==> src/rtl/regbank_pkg.sv <==
package regbank_pkg;

   typedef enum logic [1:0] {
      STK_IDLE = 2'd0,
      STK_PUSH = 2'd1,
      STK_POP  = 2'd2,
      STK_BOTH = 2'd3
   } stk_op_e;

   function automatic stk_op_e stk_op_of(input logic push, input logic pop);
      return stk_op_e'({pop, push});
   endfunction

   localparam int unsigned BANK_CNT = 2;

endpackage

==> src/rtl/rb_data_reg.sv <==
module rb_data_reg #(
   parameter int unsigned W   = 8,
   parameter logic [W-1:0] RST = '0
) (
   input  logic         clk,
   input  logic         rst_n,
   input  logic         we,
   input  logic [W-1:0] d,
   output logic [W-1:0] q
);

   always_ff @(posedge clk or negedge rst_n) begin
      if (!rst_n)  q <= RST;
      else if (we) q <= d;
   end

endmodule

==> src/rtl/rb_stack_ptr.sv <==
module rb_stack_ptr
   import regbank_pkg::*;
#(
   parameter int unsigned  W   = 8,
   parameter logic [W-1:0] RST = '0
) (
   input  logic         clk,
   input  logic         rst_n,
   input  logic         push,
   input  logic         pop,
   input  logic         ld,
   input  logic [W-1:0] ld_val,
   output logic [W-1:0] sp,
   output logic [W-1:0] addr
);

   localparam logic [W-1:0] ONE = {{(W-1){1'b0}}, 1'b1};

   logic [W-1:0] sp_nxt;
   logic [W-1:0] sp_dec;
   stk_op_e      op;

   assign sp_dec = sp - ONE;

   always_comb begin
      op     = stk_op_of(push, pop);
      sp_nxt = sp;
      addr   = sp;
      unique case (op)
         STK_PUSH: sp_nxt = sp + ONE;
         STK_POP: begin
            sp_nxt = sp_dec;
            addr   = sp_dec;
         end
         default: sp_nxt = sp;
      endcase
      if (ld) sp_nxt = ld_val;
   end

   always_ff @(posedge clk or negedge rst_n) begin
      if (!rst_n) sp <= RST;
      else        sp <= sp_nxt;
   end

endmodule

==> src/rtl/rb_flag_reg.sv <==
module rb_flag_reg #(
   parameter int unsigned  W   = 8,
   parameter logic [W-1:0] RST = '0
) (
   input  logic         clk,
   input  logic         rst_n,
   input  logic         cfg_ld,
   input  logic [W-1:0] cfg_val,
   input  logic         core_ld,
   input  logic [W-1:0] core_val,
   output logic [W-1:0] q
);

   always_ff @(posedge clk or negedge rst_n) begin
      if (!rst_n)       q <= RST;
      else if (cfg_ld)  q <= cfg_val;
      else if (core_ld) q <= core_val;
   end

endmodule

==> src/rtl/rb_cfg_decode.sv <==
module rb_cfg_decode
   import regbank_pkg::*;
#(
   parameter int unsigned   AW        = 8,
   parameter int unsigned   DW        = 8,
   parameter logic [AW-1:0] FLAG_ADDR = '1
) (
   input  logic                clk,
   input  logic [AW-1:0]       cfg_addr,
   input  logic                cfg_rd,
   input  logic                cfg_wr,
   input  logic                bank,
   input  logic [DW-1:0]       f_val,
   input  logic [DW-1:0]       b0_rdata,
   input  logic [DW-1:0]       b1_rdata,
   output logic                flag_ld,
   output logic [BANK_CNT-1:0] bank_en,
   output logic                bank_wr,
   output logic [DW-1:0]       rdata
);

   logic flag_hit;
   logic any_acc;
   logic ext_acc;
   logic unused_clk;

   assign unused_clk = clk;
   assign any_acc    = cfg_rd | cfg_wr;
   assign flag_hit   = (cfg_addr == FLAG_ADDR);
   assign ext_acc    = any_acc & ~flag_hit;
   assign flag_ld    = cfg_wr & flag_hit;
   assign bank_wr    = cfg_wr & ~flag_hit;

   for (genvar b = 0; b < BANK_CNT; b++) begin : g_bank_en
      localparam logic SEL = (b == 1);
      assign bank_en[b] = ext_acc & (bank == SEL);
   end

   always_comb begin
      rdata = '0;
      if (cfg_rd) begin
         if (flag_hit)  rdata = f_val;
         else if (bank) rdata = b1_rdata;
         else           rdata = b0_rdata;
      end
   end

endmodule

==> src/rtl/cpu_regbank.sv <==
module cpu_regbank
   import regbank_pkg::*;
#(
   parameter int unsigned       DATA_W    = 8,
   parameter int unsigned       CFG_AW    = 8,
   parameter logic [CFG_AW-1:0] FLAG_ADDR = 8'hF7,
   parameter int unsigned       ZERO_BIT  = 1,
   parameter int unsigned       BANK_BIT  = 4,
   parameter logic [DATA_W-1:0] FLAG_RST  = 8'h02,
   parameter logic [DATA_W-1:0] SP_RST    = 8'h00
) (
   input  logic              clk,
   input  logic              rst_n,
   input  logic              a_we,
   input  logic [DATA_W-1:0] a_wdata,
   input  logic              x_we,
   input  logic [DATA_W-1:0] x_wdata,
   input  logic              sp_we,
   input  logic [DATA_W-1:0] sp_wdata,
   input  logic              f_we,
   input  logic [DATA_W-1:0] f_wdata,
   input  logic              push,
   input  logic              pop,
   input  logic [CFG_AW-1:0] cfg_addr,
   input  logic              cfg_rd,
   input  logic              cfg_wr,
   input  logic [DATA_W-1:0] cfg_wdata,
   input  logic [DATA_W-1:0] bank0_rdata,
   input  logic [DATA_W-1:0] bank1_rdata,
   output logic [DATA_W-1:0] a_q,
   output logic [DATA_W-1:0] x_q,
   output logic [DATA_W-1:0] sp_q,
   output logic [DATA_W-1:0] f_q,
   output logic [DATA_W-1:0] stack_addr,
   output logic              bank_sel,
   output logic [DATA_W-1:0] cfg_rdata,
   output logic              bank0_en,
   output logic              bank1_en,
   output logic              bank_wr,
   output logic [CFG_AW-1:0] bank_addr,
   output logic [DATA_W-1:0] bank_wdata
);

   localparam int unsigned GPR_CNT = 2;

   if (DATA_W < 2) begin : g_bad_width
      $error("cpu_regbank: DATA_W must be at least 2");
   end
   if (BANK_BIT >= DATA_W || ZERO_BIT >= DATA_W) begin : g_bad_bit
      $error("cpu_regbank: flag bit positions exceed DATA_W");
   end
   if (BANK_BIT == ZERO_BIT) begin : g_bit_clash
      $error("cpu_regbank: bank bit and zero bit must differ");
   end
   if (FLAG_RST[BANK_BIT] != 1'b0) begin : g_bad_rst_bank
      $error("cpu_regbank: reset must select bank 0");
   end
   if (FLAG_RST[ZERO_BIT] != 1'b1) begin : g_bad_rst_zero
      $error("cpu_regbank: reset must set the zero flag");
   end

   logic              gpr_we [GPR_CNT];
   logic [DATA_W-1:0] gpr_d  [GPR_CNT];
   logic [DATA_W-1:0] gpr_q  [GPR_CNT];

   assign gpr_we[0] = a_we;
   assign gpr_d[0]  = a_wdata;
   assign gpr_we[1] = x_we;
   assign gpr_d[1]  = x_wdata;

   for (genvar g = 0; g < GPR_CNT; g++) begin : g_gpr
      rb_data_reg #(
         .W   (DATA_W),
         .RST ('0)
      ) u_reg (
         .clk   (clk),
         .rst_n (rst_n),
         .we    (gpr_we[g]),
         .d     (gpr_d[g]),
         .q     (gpr_q[g])
      );
   end

   assign a_q = gpr_q[0];
   assign x_q = gpr_q[1];

   rb_stack_ptr #(
      .W   (DATA_W),
      .RST (SP_RST)
   ) u_sp (
      .clk    (clk),
      .rst_n  (rst_n),
      .push   (push),
      .pop    (pop),
      .ld     (sp_we),
      .ld_val (sp_wdata),
      .sp     (sp_q),
      .addr   (stack_addr)
   );

   logic                flag_ld;
   logic [BANK_CNT-1:0] bank_en;

   rb_flag_reg #(
      .W   (DATA_W),
      .RST (FLAG_RST)
   ) u_flags (
      .clk      (clk),
      .rst_n    (rst_n),
      .cfg_ld   (flag_ld),
      .cfg_val  (cfg_wdata),
      .core_ld  (f_we),
      .core_val (f_wdata),
      .q        (f_q)
   );

   assign bank_sel = f_q[BANK_BIT];

   rb_cfg_decode #(
      .AW        (CFG_AW),
      .DW        (DATA_W),
      .FLAG_ADDR (FLAG_ADDR)
   ) u_dec (
      .clk      (clk),
      .cfg_addr (cfg_addr),
      .cfg_rd   (cfg_rd),
      .cfg_wr   (cfg_wr),
      .bank     (bank_sel),
      .f_val    (f_q),
      .b0_rdata (bank0_rdata),
      .b1_rdata (bank1_rdata),
      .flag_ld  (flag_ld),
      .bank_en  (bank_en),
      .bank_wr  (bank_wr),
      .rdata    (cfg_rdata)
   );

   assign bank0_en   = bank_en[0];
   assign bank1_en   = bank_en[1];
   assign bank_addr  = cfg_addr;
   assign bank_wdata = cfg_wdata;

endmodule

==> config.mk <==
export PLATFORM = sky130hd
export DESIGN_NAME = cpu_regbank
export DESIGN_NICKNAME = d
export VERILOG_FILES = /design/src/rtl/regbank_pkg.sv /design/src/rtl/rb_data_reg.sv /design/src/rtl/rb_stack_ptr.sv /design/src/rtl/rb_flag_reg.sv /design/src/rtl/rb_cfg_decode.sv /design/src/rtl/cpu_regbank.sv
export SDC_FILE = /design/constraint.sdc
export NUM_CORES = 1
export LEC_CHECK = 0
export BUFFER_PORTS_ARGS = -buffer_cell sky130_fd_sc_hd__buf_2
export CAP_MARGIN = 20
export CORE_UTILIZATION = 43
export CTS_CLUSTER_DIAMETER = 40
export DETAILED_ROUTE_END_ITERATION = 6
export GPL_TIMING_DRIVEN = 1
export PLACE_DENSITY = 0.81
export SYNTH_ARGS = -nofsm -noshare
export SYNTH_HDL_FRONTEND = slang
export SYNTH_HIERARCHICAL = 1
export SYNTH_SLANG_ARGS = --single-unit
==> constraint.sdc <==
create_clock -name clk -period 1.95 [get_ports clk]
set_clock_uncertainty 0.15 [all_clocks]
set_input_delay 0.195 -clock clk [delete_from_list [all_inputs] [get_ports clk]]
set_output_delay 0.195 -clock clk [all_outputs]
set_load 0.02 [all_outputs]
## Word level (Yosys, flattened, before mapping)

Cells that the tools add are included.

| word-level totals | value |
|---|---|
| register bits | 32 |
| bits of input ports | 74 |

| cells by class | value |
|---|---|
| add/sub/neg operators | 2 |
| eq/ne operators | 3 |
| muxes and demuxes | 8 |
| bitwise operators | 8 |
| reductions and logical operators | 2 |

Operators with widths:

| kind | number |
|---|---|
| $mux W8 | 7 |
| $pmux W8 S2 | 1 |
| $add A8 B1 Y8 const B | 1 |
| $eq A8 B8 Y1 const B | 1 |
| $sub A8 B1 Y8 const B | 1 |
| $and A1 B1 Y1 | 5 |
| $reduce_bool A3 Y1 | 1 |
| $eq A2 B1 Y1 const B | 1 |
| $eq A2 B2 Y1 const B | 1 |
| $not A1 Y1 | 2 |
| $reduce_bool A2 Y1 | 1 |
| $or A1 B1 Y1 | 1 |

## Longest topological paths before layout

| logic depth | value |
|---|---|
| word-level depth | 4 |
| depth in mapped cells | 7 |

## Modules after synthesis

The synthesis kept the hierarchy.

Modules (own cells, without submodules):

| module | instances | cells each | area an instance (sq um) |
|---|---|---|---|
| rb_stack_ptr | 1 | 92 | 752.0 |
| rb_data_reg | 2 | 17 | 331.6 |
| rb_flag_reg | 1 | 34 | 374.1 |
| rb_cfg_decode | 1 | 37 | 294.0 |
| cpu_regbank | 1 | 17 | 127.6 |

## Worst setup path before layout

Ideal clock, no wire load.

| path | value |
|---|---|
| kind | reg2out |
| start point | register u_sp.sp[2] |
| end point | output stack_addr[7] |
| data arrival time | 1.621 ns |
| data required time | 1.605 ns |
| setup slack | -0.016 ns |
| cell stages (with the launch flop) | 6 |
| buffers on the path | 1 |
| cells stage by stage | dfrtp_1 -> buf_6 -> or3_4 -> nor2_1 -> nand2_1 -> xnor2_1 |

| on the way | value |
|---|---|
| cells in the longest elaborated chain, start to end | 2 |

Ends and longest elaborated chain:

| element | RTL line | RTL |
|---|---|---|
| start, declared | rb_stack_ptr.sv:13 | `output logic [W-1:0] sp,` |
| start signal, assigned | rb_stack_ptr.sv:42 | `else sp <= sp_nxt;` |
| $sub A8 B1 Y8 | rb_stack_ptr.sv:23 | `assign sp_dec = sp - ONE;` |
| $mux W8 | rb_stack_ptr.sv:29 | `unique case (op)` |
| end, declared | cpu_regbank.sv:34 | `output logic [DATA_W-1:0] stack_addr,` |

No other way between the ends.

## Worst setup path in the final report

| path | value |
|---|---|
| start point | register u_sp.sp[2] |
| end point | output stack_addr[5] |

The elaborated chain is that of the path after synthesis.

==> results.cfg <==
[global_routing]
grt-ovfl-total = 0
grt_usage = 0.222
grt_pass1_wl_mm = 9.18
antenna_found_initial = 0
grt_max_degree = 33
grt_pass1_vias = 2076

[drt]
drc_errors = 0
drt-initial-drc-count = 60
wire_per_inst_microns = 14.2
route.vias.total = 2205
avgViaCountPerCell = 5.00
routed_wl_mm = 6.28
drtAntennaViolNets = 0
drt_first_pass_iters = 4

[clock_network]
numCtsBuffers = 5
cts_tree = done
clockRootBuffer = clkbuf_8
cts_sinks = 32
clk-insertion-delay-late_ns = 0.28
cts_max_path_buffers = 2
cts.htree.levels = 2
clk_pin_slew_worst_paths_ns = 0.07

[finish]
diodes = 0
mostFrequentLayoutCell = buf_2
final_cells = 441
fill_cells = 346
drive_gt1_frac = 0.529
post-route-util = 0.689
fin_area_sq_mm = 0.00334
synthToLayoutAreaGrowth_pct = 51.0
final_cell_mix = 136 x buf_2, 30 x dfrtp_1, 26 x dlygate4sd3_1
nets = 449

[timing]
relSlewSlack = 0.518
setup_viol = 5
fin_tns_setup_ns = -0.539
setup_ws_ns = -0.153
final.period_utilization = 1.08
drv_slew = 0
layout_min_cycle_time_ns = 2.10
rsz0062_at_grt = true
fmax_mhz = 476
hold_viol_final = 0
hold_ws_ns = 0.00651
worst_pin_slew_ns = 0.723

[worst_setup_path]
cp_num_buf_inv = 2
arrival_ns = 1.76
path_delay_family = simple AND/OR/NAND/NOR gates
critPathLaunchType = flop
endpoint = stack_addr[5]
critical-path-slowest-cell = dfrtp_1
worst_setup_path_end_kind = output pin
reg2regPathDepth = 7
worst_r2r_startpoint = u_sp/sp[2]$_DFFE_PN0P_
crit_chain = buf_6, or3_4, nor4_4, xor2_1, buf_4
cp.depth = 5
crit_fanout = 3
cp_slowest_stage_delay_ns = 0.41
reg2reg_to = u_sp/sp[5]$_DFFE_PN0P_
critPathRequiredTime_ns = 1.60
criticalPathCategory = flop to output pin
timing.critical_path.from = u_sp/sp[2]$_DFFE_PN0P_
reg2reg_slack_ns = 0.07

[synthesis]
synth_edf_count = 0
syn_nets = 290
syn_avg_cell_area_sq_um = 10.3
synthFlopType = dfrtp_1
async_flop_share = 1.00
ys_ff_latch = 32
synthCells = 214
netlist_area_sq_mm = 0.00221
seq_area_frac_synth = 0.363
synth_cell_type_count = 43
yosysWarnings = 6

[power_and_ir_drop]
power_density_mw_per_mm2 = 680
ir_worst_vdd_uv = 512
p_leak_nw = 1.73
finalPower_mw = 2.27

[place]
dpl_cell_area_sq_mm = 0.00284
place_ws_ns = 0.115
gp_congestion = 0.907
dp.cells = 401
hpwl_mm = 4.37
io_buffers = 141

[die]
ios = 142
die_x_microns = 73.7
initial_core_util = 0.456
placementRows = 25
die_y_microns = 73.7
core_area_sq_mm = 0.00485
die_area_sq_mm = 0.00543

[run]
drv_cap = 0

[run_status]
outcome = finished with violations
violations = setup timing

[hold_path]
hp-class = primary input to flop
[worst min-delay path by stage]
stage                     cells after the start    startpoint                              end  slack (ns)
after floorplan                               0         rst_n  g_gpr[0].u_reg/q[0]$_DFFE_PN0P_       -0.25
after global placement                        1         rst_n           u_sp/sp[2]$_DFFE_PN0P_        0.14
after detailed placement                      1         rst_n           u_sp/sp[2]$_DFFE_PN0P_        0.14
after CTS                                     3  cfg_wdata[6]         u_flags/q[6]$_DFFE_PN0P_       0.003
after global routing                          3  cfg_wdata[6]         u_flags/q[6]$_DFFE_PN0P_       0.007
final                                         3  cfg_wdata[2]         u_flags/q[2]$_DFFE_PN0P_       0.007
[cell usage after synthesis (2+ instances only)]
cell type  count  area [sq um]
dfrtp_1       31           776
nand2_1       22          82.6
buf_4         18           135
o21ai_0       18          90.1
mux2_4        16           240
mux2i_1       16           160
o21ai_1        9          45.0
buf_6          8          90.1
o211a_1        8          80.1
inv_1          6          22.5
nor2_1         6          22.5
nor3_1         6          30.0
xnor2_1        6          52.6
xor2_1         4          35.0
clkbuf_1       3          11.3
nand3_1        3          15.0
o22ai_1        3          18.8
buf_2          2          10.0
ha_1           2          25.0
nand2b_1       2          12.5
nor3b_1        2          15.0
o211ai_1       2          15.0
[flip-flops by register name (all words and copies together), names as in the netlist]
name           count
g_gpr.u_reg/q     16
u_flags/q          8
u_sp/sp            8
[metal layers]
| metal | up-vias | track usage | part of all wire |
|---|---|---|---|
| met3 | 8 | 0.0576 | 0.060 |
| li1 | 1060 | - | - |
| met2 | 99 | 0.438 | 0.55 |
| met4 | 0 | 0.0620 | 0.011 |
| met1 | 1038 | 0.226 | 0.38 |
| met5 | - | 0 | 0 |
[where the power goes]
| part | switching (mW) | internal (mW) | total, mW |
|---|---|---|---|
| combinational | 0.441 | 0.393 | 0.834 |
| clock | 0.238 | 0.379 | 0.617 |
| sequential | 0.0833 | 0.737 | 0.820 |
| total | 0.763 | 1.51 | 2.27 |
[repair_timing]
| item | in CTS | in global routing |
|---|---|---|
| hold endpoints to repair | 56 | 0 |
| gates resized for setup | 14 | 6 |
| pin swaps | 1 | 1 |
| setup endpoints to repair | 9 | 5 |
| hold buffers | 26 | 0 |
| setup buffers | 5 | 1 |
[worst min-delay path: cells and delay by family]
family | cells | cell delay (ns)
simple gates | 1 | 0.05
compound gates | 1 | 0.07
buf+inv | 1 | 0.09
[final cells by class]
type / count / area (sq um) / share of cell area
tap: 67 / 83.8 / 0.0251
sequential: 32 / 803 / 0.241
multi-input combinational: 145 / 1210 / 0.362
clock inverter: 2 / 35.0 / 0.0105
timing repair buffer: 183 / 1110 / 0.333
clock buffer: 6 / 72.6 / 0.0217
inverter: 6 / 22.5 / 0.00674
[cells by family (layout without fill, tap and decap cells)]
family / count (synthesis) / after routing / share of synthesized area
simple gates: 55 / 55 / 0.147
mux: 32 / 32 / 0.181
flops: 32 / 32 / 0.363
xor+xnor: 10 / 10 / 0.0396
compound gates: 46 / 46 / 0.137
fa+ha+maj: 2 / 2 / 0.0113
buf+inv: 37 / 197 / 0.122
No activity file was read; power rests on OpenSTA's default activity.
